==> src/rtl/spirp_pkg.sv <==
package spirp_pkg;

  typedef enum logic [1:0] {
    ST_ADDR = 2'd0,
    ST_PTR  = 2'd1,
    ST_DATA = 2'd2,
    ST_SKIP = 2'd3
  } seq_state_t;

  typedef struct packed {
    logic       incr;
    logic [2:0] spare;
    logic [3:0] map;
  } ptr_byte_t;

  function automatic logic addr_match(input logic [7:0] b, input logic [6:0] dev);
    return b == {dev, 1'b0};
  endfunction

  function automatic ptr_byte_t ptr_decode(input logic [7:0] b);
    ptr_byte_t p;
    p.incr  = b[7];
    p.spare = b[6:4];
    p.map   = b[3:0];
    return p;
  endfunction

  function automatic logic [3:0] ptr_next(input logic [3:0] p, input logic incr);
    return incr ? p + 4'd1 : p;
  endfunction

  function automatic logic reg_writable(input logic [3:0] a, input int nreg);
    return (a != 4'd0) && (int'(a) < nreg);
  endfunction

  function automatic logic [7:0] reg_default(input int a, input int nreg, input logic [3:0] rev);
    if (a == nreg) return {4'h0, rev};
    if (a >= 3 && a <= 5) return 8'h09;
    return 8'h00;
  endfunction

endpackage

==> src/rtl/spirp_sync.sv <==
module spirp_sync #(
  parameter int         W       = 3,
  parameter int         STAGES  = 2,
  parameter logic [W-1:0] RST_VAL = '0
) (
  input  logic         clk,
  input  logic         rst_n,
  input  logic [W-1:0] d,
  output logic [W-1:0] q,
  output logic [W-1:0] q_prev
);
  logic [W-1:0] st [STAGES];

  always_ff @(posedge clk) begin
    if (!rst_n) st[0] <= RST_VAL;
    else        st[0] <= d;
  end

  for (genvar i = 1; i < STAGES; i++) begin : g_stage
    always_ff @(posedge clk) begin
      if (!rst_n) st[i] <= RST_VAL;
      else        st[i] <= st[i-1];
    end
  end

  always_ff @(posedge clk) begin
    if (!rst_n) q_prev <= RST_VAL;
    else        q_prev <= st[STAGES-1];
  end

  assign q = st[STAGES-1];
endmodule

==> src/rtl/spirp_shifter.sv <==
module spirp_shifter #(
  parameter int BYTE_W = 8,
  localparam int CNT_W = $clog2(BYTE_W)
) (
  input  logic              clk,
  input  logic              rst_n,
  input  logic              selected,
  input  logic              sck_rise,
  input  logic              sdi,
  output logic              byte_valid,
  output logic [BYTE_W-1:0] byte_q
);
  logic [CNT_W-1:0]  bit_cnt;
  logic [BYTE_W-2:0] shreg;

  always_ff @(posedge clk) begin
    if (!rst_n) begin
      bit_cnt    <= '0;
      shreg      <= '0;
      byte_valid <= 1'b0;
      byte_q     <= '0;
    end else begin
      byte_valid <= 1'b0;
      if (!selected) begin
        bit_cnt <= '0;
      end else if (sck_rise) begin
        shreg   <= {shreg[BYTE_W-3:0], sdi};
        bit_cnt <= bit_cnt + 1'b1;
        if (bit_cnt == CNT_W'(BYTE_W - 1)) begin
          byte_valid <= 1'b1;
          byte_q     <= {shreg, sdi};
        end
      end
    end
  end
endmodule

==> src/rtl/spirp_seq.sv <==
module spirp_seq
  import spirp_pkg::*;
#(
  parameter logic [6:0] DEV_ADDR = 7'h10
) (
  input  logic       clk,
  input  logic       rst_n,
  input  logic       selected,
  input  logic       cs_fall,
  input  logic       byte_valid,
  input  logic [7:0] byte_q,
  output logic       spi_mode,
  output logic       wr_req,
  output logic [3:0] wr_addr,
  output logic [7:0] wr_data
);
  seq_state_t state;
  ptr_byte_t  pdec;
  logic [3:0] ptr;
  logic       incr;
  logic [2:0] spare_seen;

  assign pdec = ptr_decode(byte_q);

  always_ff @(posedge clk) begin
    if (!rst_n) spi_mode <= 1'b0;
    else if (cs_fall) spi_mode <= 1'b1;
  end

  always_ff @(posedge clk) begin
    if (!rst_n) begin
      state      <= ST_ADDR;
      ptr        <= '0;
      incr       <= 1'b0;
      spare_seen <= '0;
      wr_req     <= 1'b0;
      wr_addr    <= '0;
      wr_data    <= '0;
    end else begin
      wr_req <= 1'b0;
      if (!selected) begin
        state <= ST_ADDR;
      end else if (byte_valid) begin
        unique case (state)
          ST_ADDR: state <= addr_match(byte_q, DEV_ADDR) ? ST_PTR : ST_SKIP;
          ST_PTR: begin
            ptr        <= pdec.map;
            incr       <= pdec.incr;
            spare_seen <= pdec.spare;
            state      <= ST_DATA;
          end
          ST_DATA: begin
            wr_req  <= 1'b1;
            wr_addr <= ptr;
            wr_data <= byte_q;
            ptr     <= ptr_next(ptr, incr);
          end
          ST_SKIP: state <= ST_SKIP;
        endcase
      end
    end
  end

  logic spare_unused;
  assign spare_unused = ^spare_seen;
endmodule

==> src/rtl/spirp_regfile.sv <==
module spirp_regfile
  import spirp_pkg::*;
#(
  parameter int         NREG = 13,
  parameter logic [3:0] REV  = 4'h1
) (
  input  logic            clk,
  input  logic            rst_n,
  input  logic            wr_req,
  input  logic [3:0]      wr_addr,
  input  logic [7:0]      wr_data,
  output logic            wr_commit,
  output logic [NREG*8-1:0] reg_q
);
  assign wr_commit = wr_req && reg_writable(wr_addr, NREG);

  for (genvar a = 1; a <= NREG; a++) begin : g_reg
    if (a == NREG) begin : g_ro
      assign reg_q[(a-1)*8 +: 8] = reg_default(a, NREG, REV);
    end else begin : g_rw
      logic [7:0] r;
      always_ff @(posedge clk) begin
        if (!rst_n) r <= reg_default(a, NREG, REV);
        else if (wr_commit && wr_addr == 4'(a)) r <= wr_data;
      end
      assign reg_q[(a-1)*8 +: 8] = r;
    end
  end
endmodule

==> src/rtl/spi_regport.sv <==
module spi_regport
  import spirp_pkg::*;
#(
  parameter int         NREG     = 13,
  parameter logic [6:0] DEV_ADDR = 7'h10,
  parameter logic [3:0] REV      = 4'h1,
  parameter int         SYNC_STG = 2
) (
  input  logic              clk,
  input  logic              rst_n,
  input  logic              spi_cs_n,
  input  logic              spi_sck,
  input  logic              spi_sdi,
  output logic              spi_mode,
  output logic [NREG*8-1:0] reg_q
);
  logic [2:0] pins_q, pins_p;
  logic       selected, cs_fall, sck_rise;
  logic       byte_valid;
  logic [7:0] byte_q;
  logic       wr_req, wr_commit;
  logic [3:0] wr_addr;
  logic [7:0] wr_data;

  spirp_sync #(.W(3), .STAGES(SYNC_STG), .RST_VAL(3'b100)) sync_i (
    .clk(clk), .rst_n(rst_n), .d({spi_cs_n, spi_sck, spi_sdi}),
    .q(pins_q), .q_prev(pins_p)
  );

  assign selected = !pins_q[2];
  assign cs_fall  = pins_p[2] && !pins_q[2];
  assign sck_rise = !pins_p[1] && pins_q[1];

  spirp_shifter #(.BYTE_W(8)) shift_i (
    .clk(clk), .rst_n(rst_n), .selected(selected), .sck_rise(sck_rise),
    .sdi(pins_q[0]), .byte_valid(byte_valid), .byte_q(byte_q)
  );

  spirp_seq #(.DEV_ADDR(DEV_ADDR)) seq_i (
    .clk(clk), .rst_n(rst_n), .selected(selected), .cs_fall(cs_fall),
    .byte_valid(byte_valid), .byte_q(byte_q), .spi_mode(spi_mode),
    .wr_req(wr_req), .wr_addr(wr_addr), .wr_data(wr_data)
  );

  spirp_regfile #(.NREG(NREG), .REV(REV)) rf_i (
    .clk(clk), .rst_n(rst_n), .wr_req(wr_req), .wr_addr(wr_addr),
    .wr_data(wr_data), .wr_commit(wr_commit), .reg_q(reg_q)
  );
endmodule

==> config.mk <==
export PLATFORM = sky130hd
export DESIGN_NAME = spi_regport
export DESIGN_NICKNAME = d
export VERILOG_FILES = /design/src/rtl/spirp_pkg.sv /design/src/rtl/spirp_sync.sv /design/src/rtl/spirp_shifter.sv /design/src/rtl/spirp_seq.sv /design/src/rtl/spirp_regfile.sv /design/src/rtl/spi_regport.sv
export SDC_FILE = /design/constraint.sdc
export NUM_CORES = 1
export LEC_CHECK = 0
export BUFFER_PORTS_ARGS = -buffer_cell sky130_fd_sc_hd__buf_2
export CAP_MARGIN = 10
export CORE_ASPECT_RATIO = 0.7
export CORE_MARGIN = 2
export CORE_UTILIZATION = 45
export DETAILED_ROUTE_END_ITERATION = 6
export PLACE_DENSITY = 0.67
export SLEW_MARGIN = 5
export SYNTH_ARGS = -nofsm -noshare
export SYNTH_HDL_FRONTEND = slang
export SYNTH_SLANG_ARGS = --single-unit
==> constraint.sdc <==
create_clock -name clk -period 1.8 [get_ports clk]
set_input_delay 0 -clock clk [delete_from_list [all_inputs] [get_ports clk]]
set_output_delay 0 -clock clk [all_outputs]
set_load 0.01 [all_outputs]
---- Word level (Yosys, flattened, before mapping) ----
Memories as Yosys holds them, arrays and structs flattened.
Cells that the tools add are included.
word-level totals
  bits in registers ....................... 139
  bits in writable memories ............... 6
  input port bits ......................... 5
  output and inout bits ................... 105
  logic and storage cells ................. 93
  memories ................................ 1
memories
  name       words  width  read ports  clocked after memory_dff  wr ports  line              RTL
  sync_i.st  2      3      2           0                         2         spirp_sync.sv:12  logic [W-1:0] st [STAGES];
cells by class
  add/sub/neg operators ................... 2
  order comparisons ....................... 1
  equal/unequal tests ..................... 18
  multiplexer cells ....................... 10
  bitwise logic cells ..................... 6
  reductions and logical operators ........ 31
operator list
  kind                 count
  $eq 4x4->1 const B   5
  $eq 4x3->1 const B   4
  $logic_and 1x1->1    16
  $reduce_and 3->1     3
  $eq 4x2->1 const B   2
  $eq 8x6->1 const B   1
  $pmux 4 s2           1
  $mux 3               2
  $pmux 2 s3           1
  $reduce_or 3->1      2
  $add 4x1->4 const B  1
  $eq 2x2->1 const B   2
  $eq 4x1->1 const B   1
  $lt 4x4->1 const B   1
  $mux 1               4
  $mux 4               1
  $not 1->1            4
  $reduce_and 2->1     2
  $reduce_and 4->1     1
  $reduce_bool 4->1    1
  $add 3x1->3 const B  1
  $eq 3x3->1 const B   1
  $reduce_bool 3->1    1
  $eq 2x1->1 const B   1
  7 further kinds      9

---- Longest topological paths before layout ----
Gate-level depths: netlist of run 1.
  depth after elaboration ................. 4
  gate-level depth with buffers ........... 6
  gate-level depth less buffers ........... 5

---- Hierarchy ----
A second synthesis of run 1 with hierarchy kept.
second synthesis, totals
  cells, all modules ...................... 575
  area, all modules ....................... 5733.0 um^2
modules (own cells, without submodules)
  module         instances  cells each  area each (um^2)  seq. area each (um^2)
  spirp_regfile  1          361         3673.5            1921.8
  spirp_seq      1          111         1008.5            420.4
  spirp_shifter  1          82          790.8             380.4
  spirp_sync     1          18          236.5             180.2
  spi_regport    1          3           23.8              0.0

---- Least setup slack after synthesis of run 1 ----
No wires, ideal clock.
  path type ............................... register -> register
  start ................................... register seq_i.wr_req
  end ..................................... register rf_i.g_reg[6].g_rw.r[0]
  arrival ................................. 1.271 ns
  slack ................................... 0.413 ns
  stages on the path, launching flop included .. 6
  path buffers ............................ 1
  period minus slack after synthesis ...... 1.387 ns
  cell sequence ........................... dfxtp_1 nand3_1 or3_1 buf_2 mux2i_1 nor2b_1
between the ends
  longest elaborated chain between the ends .. 2
ends and longest elaborated chain
  what                      line                 RTL
  start: declaration        spirp_seq.sv:13      output logic wr_req,
  start signal: assignment  spirp_seq.sv:36      wr_req <= 1'b0;
  start signal: assignment  spirp_seq.sv:40      wr_req <= 1'b0;
  start signal: assignment  spirp_seq.sv:53      wr_req <= 1'b1;
  $logic_and 1x1->1         spirp_regfile.sv:15  assign wr_commit = wr_req && reg_writable(wr_addr, NREG);
  $logic_and 1x1->1         spirp_regfile.sv:24  else if (wr_commit && wr_addr == 4'(a)) r <= wr_data;
  end signal: assignment    spirp_regfile.sv:23  if (!rst_n) r <= reg_default(a, NREG, REV);
  end signal: assignment    spirp_regfile.sv:24
  end: declaration          spirp_regfile.sv:21  logic [7:0] r;
No other way between the ends.
A chain may end at the register's enable or synchronous reset.

---- Worst setup path in the final report of run 1 ----
  start ................................... register seq_i.wr_req
  end ..................................... register rf_i.g_reg[4].g_rw.r[6]
between the ends
  longest elaborated chain between the ends .. 2
ends and longest elaborated chain
  what                    line
  $logic_and 1x1->1       spirp_regfile.sv:15
  $logic_and 1x1->1       spirp_regfile.sv:24
  end signal: assignment  spirp_regfile.sv:23
  end signal: assignment  spirp_regfile.sv:24
  end: declaration        spirp_regfile.sv:21
No other way between the ends.

==> results.yml, run 1 <==
cts:
  clk_latency_ns: 0.42
  cts.sinks: 144
  post_cts_buffers: 0
  cts_tree: "done"
  clk_pin_slew_ns: 0.06
  root_buffer: "clkbuf_16"
  numCtsBuffers: 17
  htreeDepth: 4
  clockBufferDepth: 2
  post_cts_resized: 0
final_layout:
  diodes: 0
  drive_gt1_share_pct: 23.75
  syn_to_final_growth_pct: 22.94
  nNetsFinal: 656
die:
  die_w_um: 138.0
  io_pins: 110
  coreArea_um2: 12340
  row_count: 34
  initial_core_util_pct: 45.84
  die_y_um: 97.80
  die_area_um2: 13490
grt:
  grt_pass1_wl_um: 21120
  overflow: 0
  antenna_found_initial: 0
  gr-usage-all-layers_pct: 20.67
  first_global_vias: 4026
  grt_max_degree: 57
logic_synthesis:
  netlist_top_cells_area: "dfxtp_1, mux2i_1, nor2b_1"
  synth_seq_area_share_pct: 50.97
  synth_ff_type: "dfxtp_1"
  yosysWarnings: 0
  synth_edf_count: 0
  avgSynthCellArea_um2: 10.36
  syn-cell-area_um2: 5655
  async_flop_share_pct: 0
  netlist_top_cells_count: "dfxtp_1, mux2i_1, nor2b_1, nand2_1"
  yosysTopAreaCell: "dfxtp_1"
  synth_cell_type_count: 33
  synthMostInstantiatedCell: "dfxtp_1"
  yosysTopAreaCellShare_pct: 50.97
  syn-instance-count: 546
  ys_ff_latch: 144
flow_run:
  drv_cap: 0
drt:
  post_drt_via_cell_ratio: 4.922
  dr.first_iter.drc_count: 233
  detail_route.wl_per_cell_um: 16.29
  ant_nets: 0
  first_pass_iters: 4
  drc_errors: 0
  vias: 4051
  drt-total-wl_um: 13410
setup_path:
  end_kind: "register"
  slowest_delay_ns: 0.55
  crit_path_max_fanout: 8
  worst_ep_arrival_time_ns: 1.91
  cp-start-kind: "register"
  rr_worst_depth: 4
  worst_path_max_delay_cell: "or3_1"
  crit_required_ns: 2.09
  worstSetupPathType: "register to register"
  cp_cell_sequence: "nand3b_4, or3_1, mux2i_1, nor2_1"
place:
  dp_hpwl_um: 8990
  io_buffer_count: 101
  globalplace.congestion: 0.7725
timing:
  rsz0062_at_grt: "false"
  fin_crit_ns: 1.616
  tns_ns: 0
  max_freq_mhz: 618.6
  setup_violations: 0
  fin_crit_sh_pct: 89.80
  final_hold_viol_count: 0
  finalMaxSlewViolations: 0
  final.setup_skew_ns: 0.01120
  tightest_slew_ns: 0.7528
  slew_headroom_pct: 49.74
power_and_ir_drop:
  p_leak_nw: 2.990
  power.total_mw: 6.953
  powerDensity_nw_per_um2: 1000
  peakVddDrop_mv: 0.6558
worst_hold_path:
  hp-class: "input pin to register"
  hold_depth: 3
outcome:
  status: "complete, no violations"
==> cell type report <==
| cell class | instances | area [µm²] |
|---|---|---|
| Inverter | 2 | 7.507 |
| Clock buffer | 20 | 456.7 |
| Tap cell | 162 | 202.7 |
| Timing Repair Buffer | 119 | 663.1 |
| Clock inverter | 12 | 156.4 |
| Fill cell | 1066 | 5384 |
| Sequential cell | 144 | 2883 |
| Multi-Input combinational cell | 364 | 2584 |
==> state kept, by name, indices dropped and copies added (netlist names) <==
signal              flops
rf_i.g.g_rw.r          96
seq_i.wr_data           8
shift_i.byte_q          8
shift_i.shreg           7
sync_i.st               6
seq_i.ptr               4
seq_i.wr_addr           4
shift_i.bit_cnt         3
seq_i.state             2
sync_i.q_prev           2
seq_i.incr              1
seq_i.spi_mode          1
seq_i.wr_req            1
shift_i.byte_valid      1
==> metal layers <==
layer / wire length [µm] / global-route usage, % / vias up / part of all wire (%)
met5: 0 / 0 / - / 0
met2: 5781 / 30.96 / 123 / 43
met3: 1015 / 7.529 / 13 / 7.6
li1: - / - / 1989 / -
met4: 126 / 6.044 / 0 / 0.94
met1: 6486 / 28.02 / 1926 / 48
==> final timing paths <==
check	startpoint	end	slack (ns)
max	seq_i.wr_req	rf_i.g_reg[4].g_rw.r[6]	0.18
min	spi_cs_n	sync_i.st[0][2]	0.30
max reg2reg	seq_i.wr_req	rf_i.g_reg[4].g_rw.r[6]	0.18
min reg2reg	sync_i.st[0][2]	sync_i.st[1][2]	0.41
==> cells in the final DEF (no fill, tap or decap), types with 6 or more instances in the layout <==
| cell | n |
|---|---|
| conb_1 | 8 |
| nor2b_1 | 92 |
| nor2_4 | 6 |
| and2_1 | 6 |
| nand2_1 | 53 |
| nor2_1 | 23 |
| clkbuf_16 | 17 |
| a21boi_0 | 22 |
| mux2i_1 | 106 |
| dfxtp_1 | 144 |
| buf_4 | 13 |
| nand2b_1 | 8 |
| nand3_1 | 6 |
| buf_2 | 101 |
==> through the flow <==
stage          worst slack [ns]  utilization (%)  hold slack [ns]  cell area [µm²]  cells
2_1_floorplan            0.4132                -           0.1015             5678    552
3_3_place_gp             0.2789            51.06           0.1830             6300    787
3_5_place_dp             0.1771            51.06           0.1874             6300    787
4_1_cts                  0.1682            56.36           0.2858             6953    823
5_1_grt                  0.1072            56.36           0.2992             6953    823
6_report                 0.1836            56.36           0.2953             6953    823
==> critical path: cells and delay by family (launching register included) <==
family | cells | cell delay (ns)
simple gates | 3 | 0.76
mux | 1 | 0.28
flops | 1 | 0.46
==> cell families (layout without fill, tap and decap cells) <==
logic type      Yosys count  count (layout)  synth area share [%]
other cells               2               8                0.1328
buf+inv                  44             153                 3.739
mux                     107             107                 18.96
fa+ha+maj                 3               3                0.6638
simple gates            210             210                 21.00
compound gates           34              34                 4.226
flops                   144             144                 50.97
xor+xnor                  2               2                0.3098
==> where the power goes <==
| group | internal [mW] | switching, mW |
|---|---|---|
| sequential | 3.20 | 0.00363 |
| clock | 2.26 | 1.39 |
| combinational | 0.0541 | 0.0555 |
| total | 5.51 | 1.44 |
==> timing repair <==
item | in CTS | in global routing
endpoints found under the setup margin | 0 | 0
hold buffers | 4 | 0
endpoints found under the hold margin | 11 | 0
Power figures use the tool's default switching activity.
==> run 2: changes to the inputs <==
SYNTH_HIERARCHICAL = 1   (was default)
==> results.yml, run 2 <==
outcome:
  status: "complete, no violations"
timing:
  fin_crit_sh_pct: 86.80
  final_hold_viol_count: 0
  rsz0062_at_grt: "false"
  slew_headroom_pct: 41.95
  final.setup_skew_ns: 0.01209
  finalMaxSlewViolations: 0
  fin_ws_ns: 0.2376
  tightest_slew_ns: 0.8687
  setup_violations: 0
  fin_hold_ws_ns: 0.06559
  max_freq_mhz: 640.1
  tns_ns: 0
  fin_crit_ns: 1.562
drt:
  post_drt_via_cell_ratio: 5.116
  drt-total-wl_um: 13380
  detail_route.wl_per_cell_um: 15.97
  dr.first_iter.drc_count: 308
  drc_errors: 0
  ant_nets: 0
  first_pass_iters: 5
  vias: 4287
die:
  die_area_um2: 13570
  die_y_um: 98.08
  io_pins: 110
  row_count: 34
  initial_core_util_pct: 45.96
  die_w_um: 138.4
  coreArea_um2: 12380
setup_path:
  cp_num_buf_inv: 0
  end_kind: "register"
  cp_top_family: "simple AND/OR/NAND/NOR gates"
  cp_cell_sequence: "nand3_2, or3_1, mux2i_1"
  r2r_setup_slack_ns: 0.24
  cp-start-kind: "register"
  worst_path_max_delay_cell: "or3_1"
  crit_path_max_fanout: 7
  crit_required_ns: 2.06
  slowest_delay_ns: 0.51
  worst_ep_arrival_time_ns: 1.82
  worstSetupPathType: "register to register"
grt:
  grt_max_degree: 52
  gr-usage-all-layers_pct: 20.18
  antenna_found_initial: 0
  overflow: 0
  first_global_vias: 4288
  grt_pass1_wl_um: 21700
place:
  dp_hpwl_um: 9066
  placedCellCount: 803
  io_buffer_count: 101
  globalplace.congestion: 0.7739
  pre_cts_slack_ns: 0.2611
final_layout:
  syn_to_final_growth_pct: 20.89
  instances_no_fill: 838
  drive_gt1_share_pct: 26.04
  reg_top3: "rf_i/g.g_rw.r: 96 flops, seq_i/wr_data: 8 flops, shift_i/byte_q: 8 flops"
  regMostFlops: "rf_i/g.g_rw.r"
  multi_input_area_um2: 2549
  seq_area_um2: 2883
  most-common-layout-cells: "nand2_1, dfxtp_1, mux2i_1"
  nNetsFinal: 671
  diodes: 0
  final.fill_count: 1070
  utilization_pct: 55.56
  largest_register_ffs: 96
cts:
  cts_tree: "done"
  clk_pin_slew_ns: 0.07
  clk_latency_ns: 0.42
  numCtsBuffers: 17
  root_buffer: "clkbuf_16"
  cts.sinks: 144
  post_cts_buffers: 0
  htreeDepth: 4
  clockBufferDepth: 2
  post_cts_resized: 0
power_and_ir_drop:
  powerDensity_nw_per_um2: 1016
  p_leak_nw: 3.021
  peakVddDrop_mv: 0.6952
logic_synthesis:
  avgSynthCellArea_um2: 9.981
  syn-instance-count: 570
  syn-cell-area_um2: 5689
  yosysWarnings: 6
flow_run:
  drv_cap: 0
worst_hold_path:
  hp-class: "input pin to register"
[run 2: final cells by class]
type / count / area share, %
clock buffers: 19 / 6.440
multi-input cells: 383 / 37.06
clock inverters: 13 / 2.565
inverters: 3 / 0.1637
repair buffers: 114 / 8.914
flip-flops and latches: 144 / 41.91
well taps: 162 / 2.947
[run 2: timing repair]
item,in CTS,in global routing
hold endpoints to repair,3,0
hold buffers,3,0
endpoints found under the setup margin,0,0
[run 2: power breakdown]
part	total (mW)	internal, mW	leakage, nW	switching, mW
Sequential	3.20	3.20	1.16	0.00349
Combinational	0.110	0.0339	1.57	0.0759
Clock	3.68	2.25	0.294	1.43
Total	6.98	5.48	3.02	1.50
[run 2: metrics by stage]
step	total power, mW	cell area, µm²
final	6.985	6878
after CTS	7.047	6878
after global routing	7.198	6878
after global placement	3.372	6228
after detailed placement	3.375	6228
after floorplan	3.362	5712
[run 2: layer usage]
metal	GRT usage [%]	part of all wire [%]	vias up
met3	4.071	5.0	10
met2	30.69	46	109
met4	9.419	0.83	0
li1	-	-	2069
met5	0	0	-
met1	27.75	48	2099
[run 2: path summary, 6_finish.rpt]
kind,start,to,cells past startpoint
hold / removal,rst_n,seq_i/ptr[1],2
setup reg to reg,seq_i/wr_req,rf_i/g_reg[3].g_rw.r[5],3
hold reg to reg,sync_i/st[0][2],sync_i/st[1][2],1
setup / recovery,seq_i/wr_req,rf_i/g_reg[3].g_rw.r[5],3
[run 2: worst register-to-register path: stages (launching register included)]
cell and delay, ns:
dfxtp_1 0.50, nand3_2 0.20, or3_1 0.52, mux2i_1 0.19
